`src/rtl/reorder_pkg.sv`:
```
package reorder_pkg;
  typedef struct packed {
    logic advance;
    logic crossed;
    logic fillDone;
  } commStrobe_t;
endpackage

```
`src/rtl/reorder_delay.sv`:
```
module reorder_delay #(
  parameter int DEPTH = 4,
  parameter int WIDTH = 16
) (
  input  logic             clk,
  input  logic             shiftEn,
  input  logic [WIDTH-1:0] dataIn,
  output logic [WIDTH-1:0] dataOut
);
  logic [WIDTH-1:0] stageReg [DEPTH];

  always_ff @(posedge clk) begin
    if (shiftEn) begin
      stageReg[0] <= dataIn;
      for (int i = 1; i < DEPTH; i++) stageReg[i] <= stageReg[i-1];
    end
  end

  assign dataOut = stageReg[DEPTH-1];
endmodule

```
`src/rtl/reorder_ctrl.sv`:
```
module reorder_ctrl
  import reorder_pkg::*;
#(
  parameter int HALF_LEN = 4
) (
  input  logic        clk,
  input  logic        rstSync,
  input  logic        inValid,
  output commStrobe_t strobe
);
  localparam int CNT_W = (HALF_LEN > 1) ? $clog2(HALF_LEN) : 1;
  localparam logic [CNT_W-1:0] LAST = CNT_W'(HALF_LEN - 1);

  logic [CNT_W-1:0] phaseCnt;
  logic             crossed;
  logic             fillDone;
  logic             wrap;

  assign wrap = inValid && (phaseCnt == LAST);

  always_ff @(posedge clk) begin
    if (rstSync) begin
      phaseCnt <= '0;
      crossed  <= 1'b0;
      fillDone <= 1'b0;
    end else if (inValid) begin
      phaseCnt <= wrap ? '0 : phaseCnt + 1'b1;
      if (wrap) begin
        crossed  <= ~crossed;
        fillDone <= 1'b1;
      end
    end
  end

  assign strobe.advance  = inValid;
  assign strobe.crossed  = crossed;
  assign strobe.fillDone = fillDone;

  p_wrap_toggle_r3: assert property (@(posedge clk) disable iff (rstSync)
    wrap |=> (crossed != $past(crossed)));
  p_idle_phase_r6: assert property (@(posedge clk) disable iff (rstSync)
    !inValid |=> ($stable(crossed) && $stable(phaseCnt)));
  p_fill_sticky_r2: assert property (@(posedge clk) disable iff (rstSync)
    fillDone |=> fillDone);
endmodule

```
`src/rtl/reorder_datapath.sv`:
```
module reorder_datapath
  import reorder_pkg::*;
#(
  parameter int HALF_LEN = 4,
  parameter int DATA_W   = 16
) (
  input  logic              clk,
  input  logic              rstSync,
  input  commStrobe_t       strobe,
  input  logic [DATA_W-1:0] upperIn,
  input  logic [DATA_W-1:0] lowerIn,
  output logic              pairValid,
  output logic [DATA_W-1:0] pairUpper,
  output logic [DATA_W-1:0] pairLower
);
  logic [DATA_W-1:0] lowerTail;
  logic [DATA_W-1:0] topPath;
  logic [DATA_W-1:0] topTail;

  reorder_delay #(.DEPTH(HALF_LEN), .WIDTH(DATA_W)) uLowerDly (
    .clk(clk), .shiftEn(strobe.advance), .dataIn(lowerIn), .dataOut(lowerTail));

  assign topPath = strobe.crossed ? lowerTail : upperIn;

  reorder_delay #(.DEPTH(HALF_LEN), .WIDTH(DATA_W)) uTopDly (
    .clk(clk), .shiftEn(strobe.advance), .dataIn(topPath), .dataOut(topTail));

  always_ff @(posedge clk) begin
    if (rstSync) begin
      pairValid <= 1'b0;
      pairUpper <= '0;
      pairLower <= '0;
    end else begin
      pairValid <= strobe.advance && strobe.fillDone;
      if (strobe.advance) begin
        pairUpper <= topTail;
        pairLower <= strobe.crossed ? upperIn : lowerTail;
      end
    end
  end

  p_cross_route_r3: assert property (@(posedge clk) disable iff (rstSync)
    (strobe.advance && strobe.crossed) |=> (pairLower == $past(upperIn)));
  p_no_valid_unfilled_r2: assert property (@(posedge clk) disable iff (rstSync)
    (strobe.advance && !strobe.fillDone) |=> !pairValid);
  p_idle_hold_r6: assert property (@(posedge clk) disable iff (rstSync)
    !strobe.advance |=> (!pairValid && $stable(pairUpper) && $stable(pairLower)));
endmodule

```
`src/rtl/reorder_split_front.sv`:
```
module reorder_split_front
  import reorder_pkg::*;
#(
  parameter int HALF_LEN = 4,
  parameter int DATA_W   = 16
) (
  input  logic              clk,
  input  logic              rstSync,
  input  logic              serValid,
  input  logic [DATA_W-1:0] serData,
  output logic              splitValid,
  output logic [DATA_W-1:0] splitUpper,
  output logic [DATA_W-1:0] splitLower
);
  localparam int BUF_LEN = 2 * HALF_LEN;

  commStrobe_t halfStrobe;

  reorder_ctrl #(.HALF_LEN(BUF_LEN)) uHalf (
    .clk(clk), .rstSync(rstSync), .inValid(serValid), .strobe(halfStrobe));

  reorder_delay #(.DEPTH(BUF_LEN), .WIDTH(DATA_W)) uFifo (
    .clk(clk), .shiftEn(serValid), .dataIn(serData), .dataOut(splitUpper));

  assign splitLower = serData;
  assign splitValid = serValid && halfStrobe.crossed;

  p_half_stable_r8: assert property (@(posedge clk) disable iff (rstSync)
    !serValid |=> $stable(halfStrobe.crossed));
endmodule

```
`src/rtl/reorder_commutator.sv`:
```
module reorder_commutator
  import reorder_pkg::*;
#(
  parameter int HALF_LEN    = 4,
  parameter int SAMPLE_W    = 8,
  parameter bit FRONT_SPLIT = 1'b0
) (
  input  logic                  clk,
  input  logic                  rstSync,
  input  logic                  inValid,
  input  logic [2*SAMPLE_W-1:0] inUpper,
  input  logic [2*SAMPLE_W-1:0] inLower,
  output logic                  outValid,
  output logic [2*SAMPLE_W-1:0] outUpper,
  output logic [2*SAMPLE_W-1:0] outLower
);
  localparam int DATA_W = 2 * SAMPLE_W;

  logic              commValid;
  logic [DATA_W-1:0] commUpper;
  logic [DATA_W-1:0] commLower;
  commStrobe_t       strobe;

  generate
    if (FRONT_SPLIT) begin : gSplit
      reorder_split_front #(.HALF_LEN(HALF_LEN), .DATA_W(DATA_W)) uFront (
        .clk(clk), .rstSync(rstSync), .serValid(inValid), .serData(inUpper),
        .splitValid(commValid), .splitUpper(commUpper), .splitLower(commLower));
    end else begin : gDirect
      assign commValid = inValid;
      assign commUpper = inUpper;
      assign commLower = inLower;
    end
  endgenerate

  reorder_ctrl #(.HALF_LEN(HALF_LEN)) uCtrl (
    .clk(clk), .rstSync(rstSync), .inValid(commValid), .strobe(strobe));

  reorder_datapath #(.HALF_LEN(HALF_LEN), .DATA_W(DATA_W)) uPath (
    .clk(clk), .rstSync(rstSync), .strobe(strobe),
    .upperIn(commUpper), .lowerIn(commLower),
    .pairValid(outValid), .pairUpper(outUpper), .pairLower(outLower));

  p_reset_clears_r1: assert property (@(posedge clk)
    rstSync |=> (!outValid && outUpper == '0 && outLower == '0));
endmodule

```
`config.mk`:
```
export PLATFORM = sky130hd
export DESIGN_NAME = reorder_commutator
export DESIGN_NICKNAME = d
export VERILOG_FILES = /design/src/rtl/reorder_pkg.sv /design/src/rtl/reorder_delay.sv /design/src/rtl/reorder_ctrl.sv /design/src/rtl/reorder_datapath.sv /design/src/rtl/reorder_split_front.sv /design/src/rtl/reorder_commutator.sv
export SDC_FILE = /design/constraint.sdc
export NUM_CORES = 1
export LEC_CHECK = 0
export BUFFER_PORTS_ARGS = -buffer_cell sky130_fd_sc_hd__buf_2
export CAP_MARGIN = 40
export CORE_UTILIZATION = 50
export DETAILED_ROUTE_END_ITERATION = 6
export PLACE_DENSITY = 0.67
export SYNTH_ARGS = -nofsm -noshare
export SYNTH_HDL_FRONTEND = slang
export SYNTH_SLANG_ARGS = --single-unit
```
`constraint.sdc`:
```
create_clock -name clk -period 3.32 [get_ports clk]
set_clock_uncertainty 0.05 [all_clocks]
set_input_delay 0.332 -clock clk [delete_from_list [all_inputs] [get_ports clk]]
set_output_delay 0.332 -clock clk [all_outputs]
set_load 0.02 [all_outputs]
```
==> flow_results.org, run 1 <==
** Logic synthesis
- Synthesized instance count :: 288
- Total number of yosys warnings :: 0
- Dominant combinational cell family by area after synthesis :: multiplexers
- The average instance in the mapped netlist occupies 19.2 um2.
- Xor-xnor portion of the synthesized cell area :: 0
- After synthesis, the share of flip-flops with an asynchronous set or reset is 0.
- The synthesized netlist occupies a cell area of 0.00552 mm2.
- Adder-cell share of the synthesized area :: 0.00227
- Number of enable flip-flop cells after synthesis :: 128
- Library cells used by synthesis :: 20
- Post-synthesis compound-gate area fraction :: 0.0263
- Of the post-synthesis cell area, the dominant cell type holds 0.697.
- Yosys attributes the largest share of cell area to sky130_fd_sc_hd__edfxtp_1 70%, sky130_fd_sc_hd__dfxtp_1 13%, sky130_fd_sc_hd__mux2i_1 6.0%.
- Post-synthesis sequential area ratio :: 0.831
- In this run, synthesis produced a sequential element count of 165.
- By count the netlist is led by 128 x sky130_fd_sc_hd__edfxtp_1, 37 x sky130_fd_sc_hd__dfxtp_1, 35 x sky130_fd_sc_hd__nor2_1, 33 x sky130_fd_sc_hd__mux2i_1.
- The number of nets in the synthesized netlist is 324.
- Among all flip-flop cells after synthesis, the most frequent one is sky130_fd_sc_hd__edfxtp_1.
- Basic-gate share of the synthesized area counting and, or, nand and nor cells :: 0.0286
- Cell type contributing the most total cell area after synthesis :: sky130_fd_sc_hd__edfxtp_1
- Most numerous cell in the Yosys netlist :: sky130_fd_sc_hd__edfxtp_1
- Portion of netlist area occupied by mux cells :: 0.0926

** Clocking
- H-tree levels :: 4
- Counting along the longest clock path gives a buffer depth of 2.
- Clock input transition at the sequential cells of the worst setup and hold paths :: 0.06 ns
- Insertion delay of the later-clocked pin in the worst-skew pair :: 0.51 ns
- Clock tree from TritonCTS :: built
- CTS Sinks :: 165
- Clock Root Buffer :: sky130_fd_sc_hd__clkbuf_8
- In this run, CTS created clock tree buffers numbering 17.

** Floorplanning
- During I/O placement, the number of pins put on the boundary was 68.
- The die covers 0.0115 mm2.
- Vert. Die Dim :: 107 um
- FP Rows :: 37
- After floorplanning, the core was sized to cover 0.0105 mm2.
- Overall die width :: 107 um
- The initial utilization of the core area, before any placement, comes to 0.525.

** Critical path
- Cell breakdown of the critical path :: mux2_2
- Slowest stage cell on the critical path :: sky130_fd_sc_hd__dfxtp_2
- Critical path buffer and inverter count :: 0
- The critical path is of the register to register type.
- Critical Path Start Type :: register
- Along the worst path, the maximum fanout reaches 34.
- Required time at the endpoint of the critical path :: 3.53 ns
- For this run, the slowest stage of the critical path takes 0.90 ns.
- STA classifies the critical path endpoint as a register.
- Arrival time worst endpoint :: 1.84 ns
- Cell type group with the largest total delay on the critical path :: flip-flops

** Power
- VDD sags by at most 333 uV.
- Power per Cell Area :: 671 mW/mm2
- Sum of internal, switching and leakage power :: 4510 uW
- Leakage power summed over all cells :: 0.00253 uW

** Layout
- Share of post-route cells with drive strength above 1 :: 0.294
- Compared with the post-synthesis result, the final layout area differs by 21.9%.
- Number of nets in the layout :: 414
- The filler cells instantiated in the layout total 724.
- The repair_antennas step left the layout with diodes totalling 0.

** Min path
- The tightest min-delay check is of the primary input to register type.

** Route
- Total DRC errors in the routed layout :: 0
- Number of antenna-violating nets in the routed design :: 0
- Detailed Route Iter0 Violations :: 105
- Mean routed wirelength per cell :: 13.5 um
- Wires add up to 7.12 mm.
- Summing over every cut layer, the via total after detailed routing is 2530.
- Post-DR vias/cell :: 4.80
- Number of iterations in the first detailed-routing pass :: 4

** Timing
- Portion of the clock cycle consumed by the worst path in the final layout :: 0.493
- Min Tclk post-route :: 1.64 ns
- The final number of max-transition violations is 0.
- In this run the tightest slew margin relative to its limit is 0.416.
- For the pin with the worst max-slew slack, the measured transition is 0.875 ns.
- Setup repair after global routing left no endpoint under its margin.
- Final Hold Fails :: 0
- Achievable frequency :: 612 MHz
- Final count of negative-setup-slack endpoints :: 0
- Setup TNS :: 0 ns

** Run status
- Outcome :: complete, no violations

** Place
- The HPWL after detailed placement is 3.92 mm.
- # port buffers :: 67
- Global placement routability congestion :: 0.650

** Global route
- The total overflow left after global routing is 0.
- The first global-routing pass estimated 11.3 mm of wire.
- Overall routing resource usage :: 0.134
- The number of global-route vias before repair is 2353.
- Maximum number of pins on one net before global-route repair :: 96
- Initial antenna violation count :: 1

** Run
- The tool flagged a number of max-cap violations equal to 0.
## per-layer routing
| metal | part of all wire | up-vias | track usage |
|---|---|---|---|
| li1 | - | 1271 | - |
| met1 | 0.46 | 1192 | 0.163 |
| met2 | 0.47 | 55 | 0.203 |
| met3 | 0.052 | 10 | 0.0529 |
| met4 | 0.014 | 2 | 0.0793 |
| met5 | 0.0014 | - | 0 |
## worst paths after layout
| kind | startpoint | endpoint | slack (ns) | depth (start not counted) |
|---|---|---|---|---|
| max | uCtrl.crossed | uPath.uTopDly.stageReg[0][14] | 1.68 | 1 |
| min | inUpper[10] | uPath.uTopDly.stageReg[0][10] | 0.09 | 2 |
| max reg2reg | uCtrl.crossed | uPath.uTopDly.stageReg[0][14] | 1.68 | 1 |
| min reg2reg | uPath.uTopDly.stageReg[1][14] | uPath.uTopDly.stageReg[2][14] | 0.36 | 0 |
## state kept, by name (all words and copies together), names as in the netlist
signal	count
uPath.uLowerDly.stageReg	64
uPath.uTopDly.stageReg	64
uPath.pairLower	16
uPath.pairUpper	16
uCtrl.phaseCnt	2
uCtrl.crossed	1
uCtrl.fillDone	1
uPath.pairValid	1
## power by group
| group | total (uW) | internal [uW] | switching (uW) | leakage (uW) |
|---|---|---|---|---|
| logic | 205 | 85.4 | 119 | 0.000676 |
| clock network | 1900 | 1190 | 708 | 0.000299 |
| registers | 2410 | 2370 | 41.1 | 0.00156 |
| total | 4510 | 3640 | 868 | 0.00253 |
## timing repair
action / CTS / global route
hold endpoints to repair: 16 / 0
gates resized for setup: 0 / 0
setup endpoints to repair: 0 / 0
hold buffers: 16 / 0
buffers inserted: 0 / 0
## area by class of cell
class,instances,area [um2],share of cell area
timing repair buffer,85,542,0.0806
sequential,165,4590,0.682
tap,136,170,0.0253
clock inverter,5,55.1,0.00819
multi-input combinational,109,826,0.123
clock buffer,27,546,0.0811
## stage by stage
step | util | hold slack (ns) | area, um2 | setup slack, ns | cells
after floorplan | - | 0.350 | 5520 | 2.08 | 288
after global placement | 0.567 | 0.351 | 5960 | 1.54 | 479
after detailed placement | 0.567 | 0.355 | 5960 | 1.49 | 479
after CTS | 0.640 | 0.0608 | 6720 | 1.68 | 527
after global routing | 0.640 | 0.0730 | 6720 | 1.59 | 527
final | 0.640 | 0.0929 | 6720 | 1.68 | 527
## cell families after synthesis
| kind of cell | after synthesis |
|---|---|
| buffers and inverters | 14 |
| flip-flops | 165 |
| multiplexers | 49 |
| adder cells (fa/ha/maj) | 1 |
| AND/OR/NAND/NOR | 39 |
| AO/OA/AOI/OAI | 20 |
## placed cells by master (no fill, tap or decap)
cell / n
sky130_fd_sc_hd__clkinv_2: 2
sky130_fd_sc_hd__clkbuf_8: 4
sky130_fd_sc_hd__inv_6: 1
sky130_fd_sc_hd__clkbuf_16: 19
sky130_fd_sc_hd__buf_6: 1
sky130_fd_sc_hd__buf_12: 2
sky130_fd_sc_hd__nand2_1: 1
sky130_fd_sc_hd__bufinv_16: 1
sky130_fd_sc_hd__edfxtp_1: 128
sky130_fd_sc_hd__buf_2: 66
sky130_fd_sc_hd__a211oi_1: 16
sky130_fd_sc_hd__or3b_1: 1
sky130_fd_sc_hd__dfxtp_2: 1
sky130_fd_sc_hd__a21bo_2: 1
sky130_fd_sc_hd__inv_4: 1
sky130_fd_sc_hd__nand2b_1: 1
sky130_fd_sc_hd__nor2_1: 35
sky130_fd_sc_hd__dlygate4sd3_1: 16
sky130_fd_sc_hd__mux2_2: 16
sky130_fd_sc_hd__dfxtp_1: 36
sky130_fd_sc_hd__clkbuf_1: 4
sky130_fd_sc_hd__ha_1: 1
sky130_fd_sc_hd__a21oi_1: 3
sky130_fd_sc_hd__mux2i_1: 33
sky130_fd_sc_hd__nand3b_1: 1
Power figures use the tool's default switching activity.
==> run 2, diff against run 1 <==
--- a/config.mk
+++ b/config.mk
@@ -9,7 +9,7 @@
 export CAP_MARGIN = 40
 export CORE_UTILIZATION = 50
 export DETAILED_ROUTE_END_ITERATION = 6
-export PLACE_DENSITY = 0.67
+export PLACE_DENSITY = 0.7
 export SYNTH_ARGS = -nofsm -noshare
 export SYNTH_HDL_FRONTEND = slang
 export SYNTH_SLANG_ARGS = --single-unit
==> constraint.sdc (replaced) <==
create_clock -name clk -period 1.5 [get_ports clk]
set_clock_uncertainty 0.05 [all_clocks]
set_input_delay 0.15 -clock clk [delete_from_list [all_inputs] [get_ports clk]]
set_output_delay 0.15 -clock clk [all_outputs]
set_load 0.02 [all_outputs]
==> run 2 against run 1 <==
Power increased by 120%. Critical path depth rose by 4. Final area is 3.7% higher. Highest routed layer is now met4.
==> flow_results.org, run 2 (synthesized netlist as in run 1, its figures left out) <==
** Global route
- The number of global-route vias before repair was 2786.
- Overall routing resource usage :: 0.154
- The first global-routing pass estimated 13.0 mm of wire.
- Initial antenna violation count :: 0
- Global route total overflow :: 0
- Maximum number of pins on one net before global-route repair :: 43

** Floorplanning
- The floorplan step defined a core boundary enclosing 0.0105 mm2.
- FP Rows :: 37
- Pin placement for this block handled 68 I/O pins.
- Starting density of the core :: 0.525
- The die covers 0.0115 mm2.
- Overall die width :: 107 um
- Vert. Die Dim :: 107 um

** Route
- For this run, design rule violations remaining after detail routing come to 0.
- Via Count :: 2730
- The first detailed-routing pass took 4 iterations.
- Using the TritonRoute via totals, the vias-per-cell ratio works out to 4.94.
- The routed design has 8.00 mm of wire.
- Mean routed wirelength per cell :: 14.5 um
- Detailed Route Iter0 Violations :: 106
- In this run the remaining antenna-violating nets after routing total 0.

** Clocking
- Buffers inserted during clock tree synthesis total 17.
- Counting every sink on the clock net gives 165.
- After clock tree synthesis, the clock-pin slew on the worst setup and hold paths is 0.06 ns.
- H-tree levels :: 4
- Maximum clock insertion buffer count :: 2
- In this run the clock root is driven by a sky130_fd_sc_hd__clkbuf_8.
- Post CTS Setup Buffer Count :: 0
- TritonCTS built the clock tree.
- Total of cells resized after clock tree synthesis :: 0
- Insertion delay of the later-clocked pin in the worst-skew pair :: 0.52 ns

** Timing
- Based on the critical path, the design can be clocked at up to 780 MHz.
- Final Hold Fails :: 0
- In this run the tightest slew margin relative to its limit is 0.770.
- Measured slew at the worst slew-check pin :: 0.345 ns
- Portion of the clock cycle consumed by the worst path in the final layout :: 0.855
- Min Tclk post-route :: 1.28 ns
- Setup violations remaining at the end of the flow were counted as 0.
- Setup repair after global routing left no endpoint under its margin.
- The final number of max-transition violations is 0.
- Setup TNS :: 0 ns

** Power
- The analysis attributes to cell leakage a power of 0.00265 uW.
- Dividing total power by cell area gives a power density of 1420 mW/mm2.
- Maximum resistive drop on vdd :: 1040 uV

** Critical path
- Data arrives at the worst endpoint at 1.66 ns.
- Critical Path Start Type :: primary input
- The worst setup path is captured at a register.
- Stage delay of the slowest cell on the critical path :: 0.55 ns
- Required time at the endpoint of the critical path :: 1.87 ns
- Slowest stage cell on the critical path :: sky130_fd_sc_hd__dlygate4sd3_1
- Crit path kind :: primary input to register
- Cell breakdown of the critical path :: dlygate4sd3_1 > buf_6 > buf_4 > nor2_1 > a211oi_1
- Crit Path Max Fanout :: 33

** Layout
- Number of nets in the layout :: 440
- After routing the design area is 0.00698 mm2.
- Of the cells placed in the final design, the portion with a size suffix greater than 1 is 0.295.
- Leading cell type in the layout, fill and taps excluded :: sky130_fd_sc_hd__edfxtp_1
- Top flop regs :: uPath.uLowerDly.stageReg: 64 flops, uPath.uTopDly.stageReg: 64 flops
- The area growth from synthesis to layout is 26.5%.
- 0 antenna diodes ended up in the layout.
- In the layout the commonest cells are 128 x sky130_fd_sc_hd__edfxtp_1, 66 x sky130_fd_sc_hd__buf_2, 36 x sky130_fd_sc_hd__dfxtp_1, 35 x sky130_fd_sc_hd__nor2_1, 34 x sky130_fd_sc_hd__dlygate4sd3_1.
- For this run, the share of the core covered by cells in the final layout is 0.664.

** Min path
- The min-delay analysis places its worst path in the category primary input to register.

** Place
- Routability-driven placement finished with a final weighted congestion of 0.690.
- # port buffers :: 67
- Area after DPL :: 0.00606 mm2
- DP HPWL :: 4.54 mm

** Run status
- The run finished with clean final reports.

** Run
- The tool flagged a number of max-cap violations equal to 0.
run 2: changes by cell type in the layout (fill, tap and decap cells not counted):
cell	previous run	this run
sky130_fd_sc_hd__buf_12	2	5
sky130_fd_sc_hd__clkbuf_8	4	9
sky130_fd_sc_hd__inv_4	1	0
sky130_fd_sc_hd__inv_6	1	0
sky130_fd_sc_hd__clkbuf_16	19	17
sky130_fd_sc_hd__dlygate4sd3_1	16	34
sky130_fd_sc_hd__bufinv_16	1	0
sky130_fd_sc_hd__buf_4	0	5
run 2: power breakdown:
group	leakage, uW	total, uW	switching (uW)	internal, uW
clock network	0.000287	4050	1560	2490
logic	0.000803	525	286	238
registers	0.00156	5330	89.5	5240
total	0.00265	9900	1930	7960
run 2: metal layers:
layer | wire length [um] | GRT usage
met4 | 150 | 0.0763
met1 | 3360 | 0.172
met5 | 0 | 0
met2 | 4140 | 0.260
met3 | 352 | 0.0565
run 2: path summary, 6_finish.rpt:
path / slack [ns] / cells past startpoint / to / startpoint
min reg2reg: 0.37 / 0 / uPath.uLowerDly.stageReg[1][3] / uPath.uLowerDly.stageReg[0][3]
min: 0.28 / 2 / uPath.uLowerDly.stageReg[0][15] / inLower[15]
max reg2reg: 0.24 / 2 / uPath.uTopDly.stageReg[0][11] / uCtrl.crossed
max: 0.22 / 5 / uPath.pairLower[7] / inValid
run 2: metrics by stage:
step           std cells  setup slack, ns  total power, uW  hold WS [ns]
6_report             553            0.217             9900         0.283
4_1_cts              553            0.208            10000         0.257
3_3_place_gp         487            0.281             5850         0.276
3_5_place_dp         487            0.247             5880         0.278
2_1_floorplan        288            0.261             5630         0.199
5_1_grt              553            0.143            10200         0.270
run 2: cell type report:
cell class / instances / area [um2]
clock buffer: 30 / 564
fill: 703 / 3530
multi-input combinational: 109 / 826
sequential: 165 / 4590
tap: 136 / 170
timing repair buffer: 111 / 820
clock inverter: 2 / 10.0
run 2: what timing repair did:
item	CTS	global route
endpoints found under the hold margin	84	0
endpoints found under the setup margin	0	0
hold buffers	34	0
run 2: worst max-delay path: cells and delay by family:
family | cells | cell delay, ns
buffers and inverters | 3 | 1.19
AOI/OAI and AO/OA | 1 | 0.23
and+or+nand+nor | 1 | 0.08
==> run 3, diff against run 2 <==
--- a/config.mk
+++ b/config.mk
@@ -12,4 +12,5 @@
 export PLACE_DENSITY = 0.7
 export SYNTH_ARGS = -nofsm -noshare
 export SYNTH_HDL_FRONTEND = slang
+export SYNTH_HIERARCHICAL = 1
 export SYNTH_SLANG_ARGS = --single-unit
==> run 3 against run 2 <==
Synthesized cell count increased by 1.0%. Synthesized area is 0.79% higher. Worst hold slack gained 0.0037 ns. Flip-flop and latch count is the same. Via count down 2.5%. Clock power barely moved. Sequential share of layout area stayed put. Fmax up 1.5%. Critical path type is now register to primary output. Highest routed layer unchanged.
==> flow_results.org, run 3 <==
** Run status
- The flow ran to the end, and the final reports show no timing, DRC or antenna violations.

** Global route
- Global route total overflow :: 0
- Initial antenna violation count :: 0
- The first global-routing pass estimated 12.4 mm of wire.
- In the global route stage, overall resource usage came out at 0.148.
- Vias in the first global route :: 2703
- Maximum number of pins on one net before global-route repair :: 48

** Critical path
- At the worst endpoint, the arrival time is 1.06 ns.
- Stage delay of the slowest cell on the critical path :: 0.35 ns
- The most critical setup path has its startpoint at uPath/pairLower[8].
- Setup crit end kind :: primary output
- The worst setup path is of the register to primary output kind.
- Counting both buffers and inverters, the worst setup path holds a total of 1.
- Slowest stage cell on the critical path :: sky130_fd_sc_hd__dfxtp_1
- The critical path goes through buf_2.
- Crit Path Max Fanout :: 2
- For the worst setup path, the data required time is 1.30 ns.
- Reg2reg start :: uCtrl/crossed
- STA classifies the critical path startpoint as a register.
- Cell type group with the largest total delay on the critical path :: flip-flops

** Logic synthesis
- Among all cell types in the netlist, the one instantiated most often is sky130_fd_sc_hd__edfxtp_1.
- The share of synthesized area in the top cell type comes to 0.691.
- Library cells used by synthesis :: 20
- Number of enable flip-flop cells after synthesis :: 128
- The Yosys step of the flow raised 6 warnings.
- The biggest area contributor in the post-synthesis netlist is sky130_fd_sc_hd__edfxtp_1.
- The synthesized netlist occupies a cell area of 0.00556 mm2.
- Of the synthesized area, sequential elements account for 0.825.
- After synthesis, the most frequently instantiated cells are 128 x sky130_fd_sc_hd__edfxtp_1, 37 x sky130_fd_sc_hd__dfxtp_1, 35 x sky130_fd_sc_hd__nor2_1, 33 x sky130_fd_sc_hd__mux2i_1, 16 x sky130_fd_sc_hd__mux2_2.
- For this run, the leading register cell type out of synthesis is sky130_fd_sc_hd__edfxtp_1.
- Synthesized instance count :: 291
- After synthesis, the share of flip-flops with an asynchronous set or reset is 0.
- After synthesis, the cell types taking the most area are sky130_fd_sc_hd__edfxtp_1 69%, sky130_fd_sc_hd__dfxtp_1 13%, sky130_fd_sc_hd__mux2i_1 5.9%.
- After synthesis, the mean cell area works out to 19.1 um2.
- Counting flops and latches in the post-synthesis netlist gives 165.
- Synthesized netlist net count :: 327

** Clocking
- The clock net in this run drives a total of 165 sinks.
- In this run the deepest clock path goes through 2 buffers.
- Insertion delay of the later-clocked pin in the worst-skew pair :: 0.52 ns
- The tree is rooted in a sky130_fd_sc_hd__clkbuf_8.
- TritonCTS buffer count :: 17
- H-tree levels :: 4
- TritonCTS built the clock tree.
- Clock-pin slew was measured on the worst setup and hold paths at 0.06 ns.

** Floorplanning
- The die is 107 um tall.
- Floorplan Core Area :: 0.0108 mm2
- The initial utilization of the core area, before any placement, comes to 0.513.
- I/O pins :: 68
- The die covers 0.0115 mm2.
- The initialized floorplan defines 38 standard-cell rows.
- Overall die width :: 107 um

** Route
- The first detailed-routing pass ran for 4 iterations.
- The count of nets left with antenna violations once routing finished came out at 0.
- Using the TritonRoute via totals, the vias-per-cell ratio works out to 4.80.
- Detailed Route Iter0 Violations :: 143
- Total DRC errors in the routed layout :: 0
- Via Count :: 2663
- Mean routed wirelength per cell :: 13.7 um
- After detailed routing, the total wire length is 7.63 mm.

** Timing
- Adding up every negative setup slack in the final design gives 0 ns.
- The routed design could run at a clock period as short as 1.26 ns.
- Relative slew slack :: 0.756
- Setup violations remaining at the end of the flow were counted as 0.
- Portion of the clock cycle consumed by the worst path in the final layout :: 0.842
- Final number of max-transition violations :: 0
- Minimum hold slack :: 0.287 ns
- The hold violation count in the final report was 0.
- Setup repair after global routing missed its margin :: no
- Based on the critical path, the design can be clocked at up to 791 MHz.
- Measured slew at the worst slew-check pin :: 0.366 ns

** Layout
- The count of cells in the finished layout, fillers not included, comes to 555.
- Synthesis-to-layout area growth :: 25.5%
- Number of nets in the layout :: 438
- The finished cells cover 0.00698 mm2.
- Leading cell type in the layout, fill and taps excluded :: sky130_fd_sc_hd__edfxtp_1
- Share of post-route cells with drive strength above 1 :: 0.304
- Final core area utilization :: 0.643
- The largest registers in the layout are uPath/uLowerDly/stageReg: 64 flops, uPath/uTopDly/stageReg: 64 flops.
- In the layout the commonest cells are 128 x sky130_fd_sc_hd__edfxtp_1, 66 x sky130_fd_sc_hd__buf_2, 36 x sky130_fd_sc_hd__dfxtp_1, 35 x sky130_fd_sc_hd__nor2_1, 34 x sky130_fd_sc_hd__dlygate4sd3_1.
- Number of antenna repair diodes :: 0

** Place
- Cell Count Post-Placement :: 489
- At the end of routability-driven placement, the weighted congestion stood at 0.723.
- In this run the tool buffered the top-level ports with 67 buffer cells.
- Once placement finished, the instance area stood at 0.00606 mm2.
- The wire-length estimate of the detail-placed layout is 4.31 mm.

** Min path
- Min-Delay Startpoint :: inLower[15]
- The tightest min-delay check is of the primary input to register type.

** Power
- Leakage power summed over all cells :: 0.00264 uW
- Maximum resistive drop on vdd :: 928 uV
- Power spread over the standard cell area amounts to 1420 mW/mm2.

** Run
- Max Cap Viol :: 0
## run 3: where the power goes
group,leakage (uW),switching [uW],total (uW),internal [uW]
clock network,0.000286,1600,4070,2460
logic,0.000795,287,525,238
registers,0.00156,84.3,5320,5240
## run 3: routing by layer
layer,vias to the layer above,wire length [um],track usage
met5,-,0,0
met4,0,271,0.107
met3,24,498,0.0605
met2,81,3600,0.227
met1,1244,3260,0.168
li1,1314,-,-
## run 3: repair_timing
action,in CTS,in global routing
resized for setup,0,0
hold buffers,34,0
buffers inserted,0,0
hold endpoints to repair,73,0
## run 3: logic make-up after synthesis
| logic type | synth area share |
|---|---|
| AO/OA/AOI/OAI | 0.0286 |
| flip-flops | 0.825 |
| adder cells (fa/ha/maj) | 0.00225 |
| AND/OR/NAND/NOR | 0.0284 |
| buffers and inverters | 0.0243 |
| multiplexers | 0.0918 |
## run 3: per-stage QoR
stage,setup WS (ns),total power (uW)
after floorplan,0.115,5680
after global placement,0.303,5840
after detailed placement,0.271,5880
after CTS,0.185,10000
after global routing,0.184,10300
final,0.236,9910
## run 3: cell type report
class | instances | area (um2)
sequential | 165 | 4590
fill | 770 | 3860
multi-input combinational | 109 | 840
timing repair buffer | 109 | 805
clock buffer | 24 | 502
tap | 140 | 175
clock inverter | 8 | 68.8
## run 3: path summary, 6_finish.rpt
| check | slack (ns) | cells past startpoint | end |
|---|---|---|---|
| worst min register to register | 0.36 | 0 | uPath/uLowerDly/stageReg[1][0] |
| worst min-delay path | 0.29 | 2 | uPath/uLowerDly/stageReg[0][15] |
| worst max-delay path | 0.24 | 1 | outLower[8] |
| worst max register to register | 0.27 | 2 | uPath/uTopDly/stageReg[0][10] |
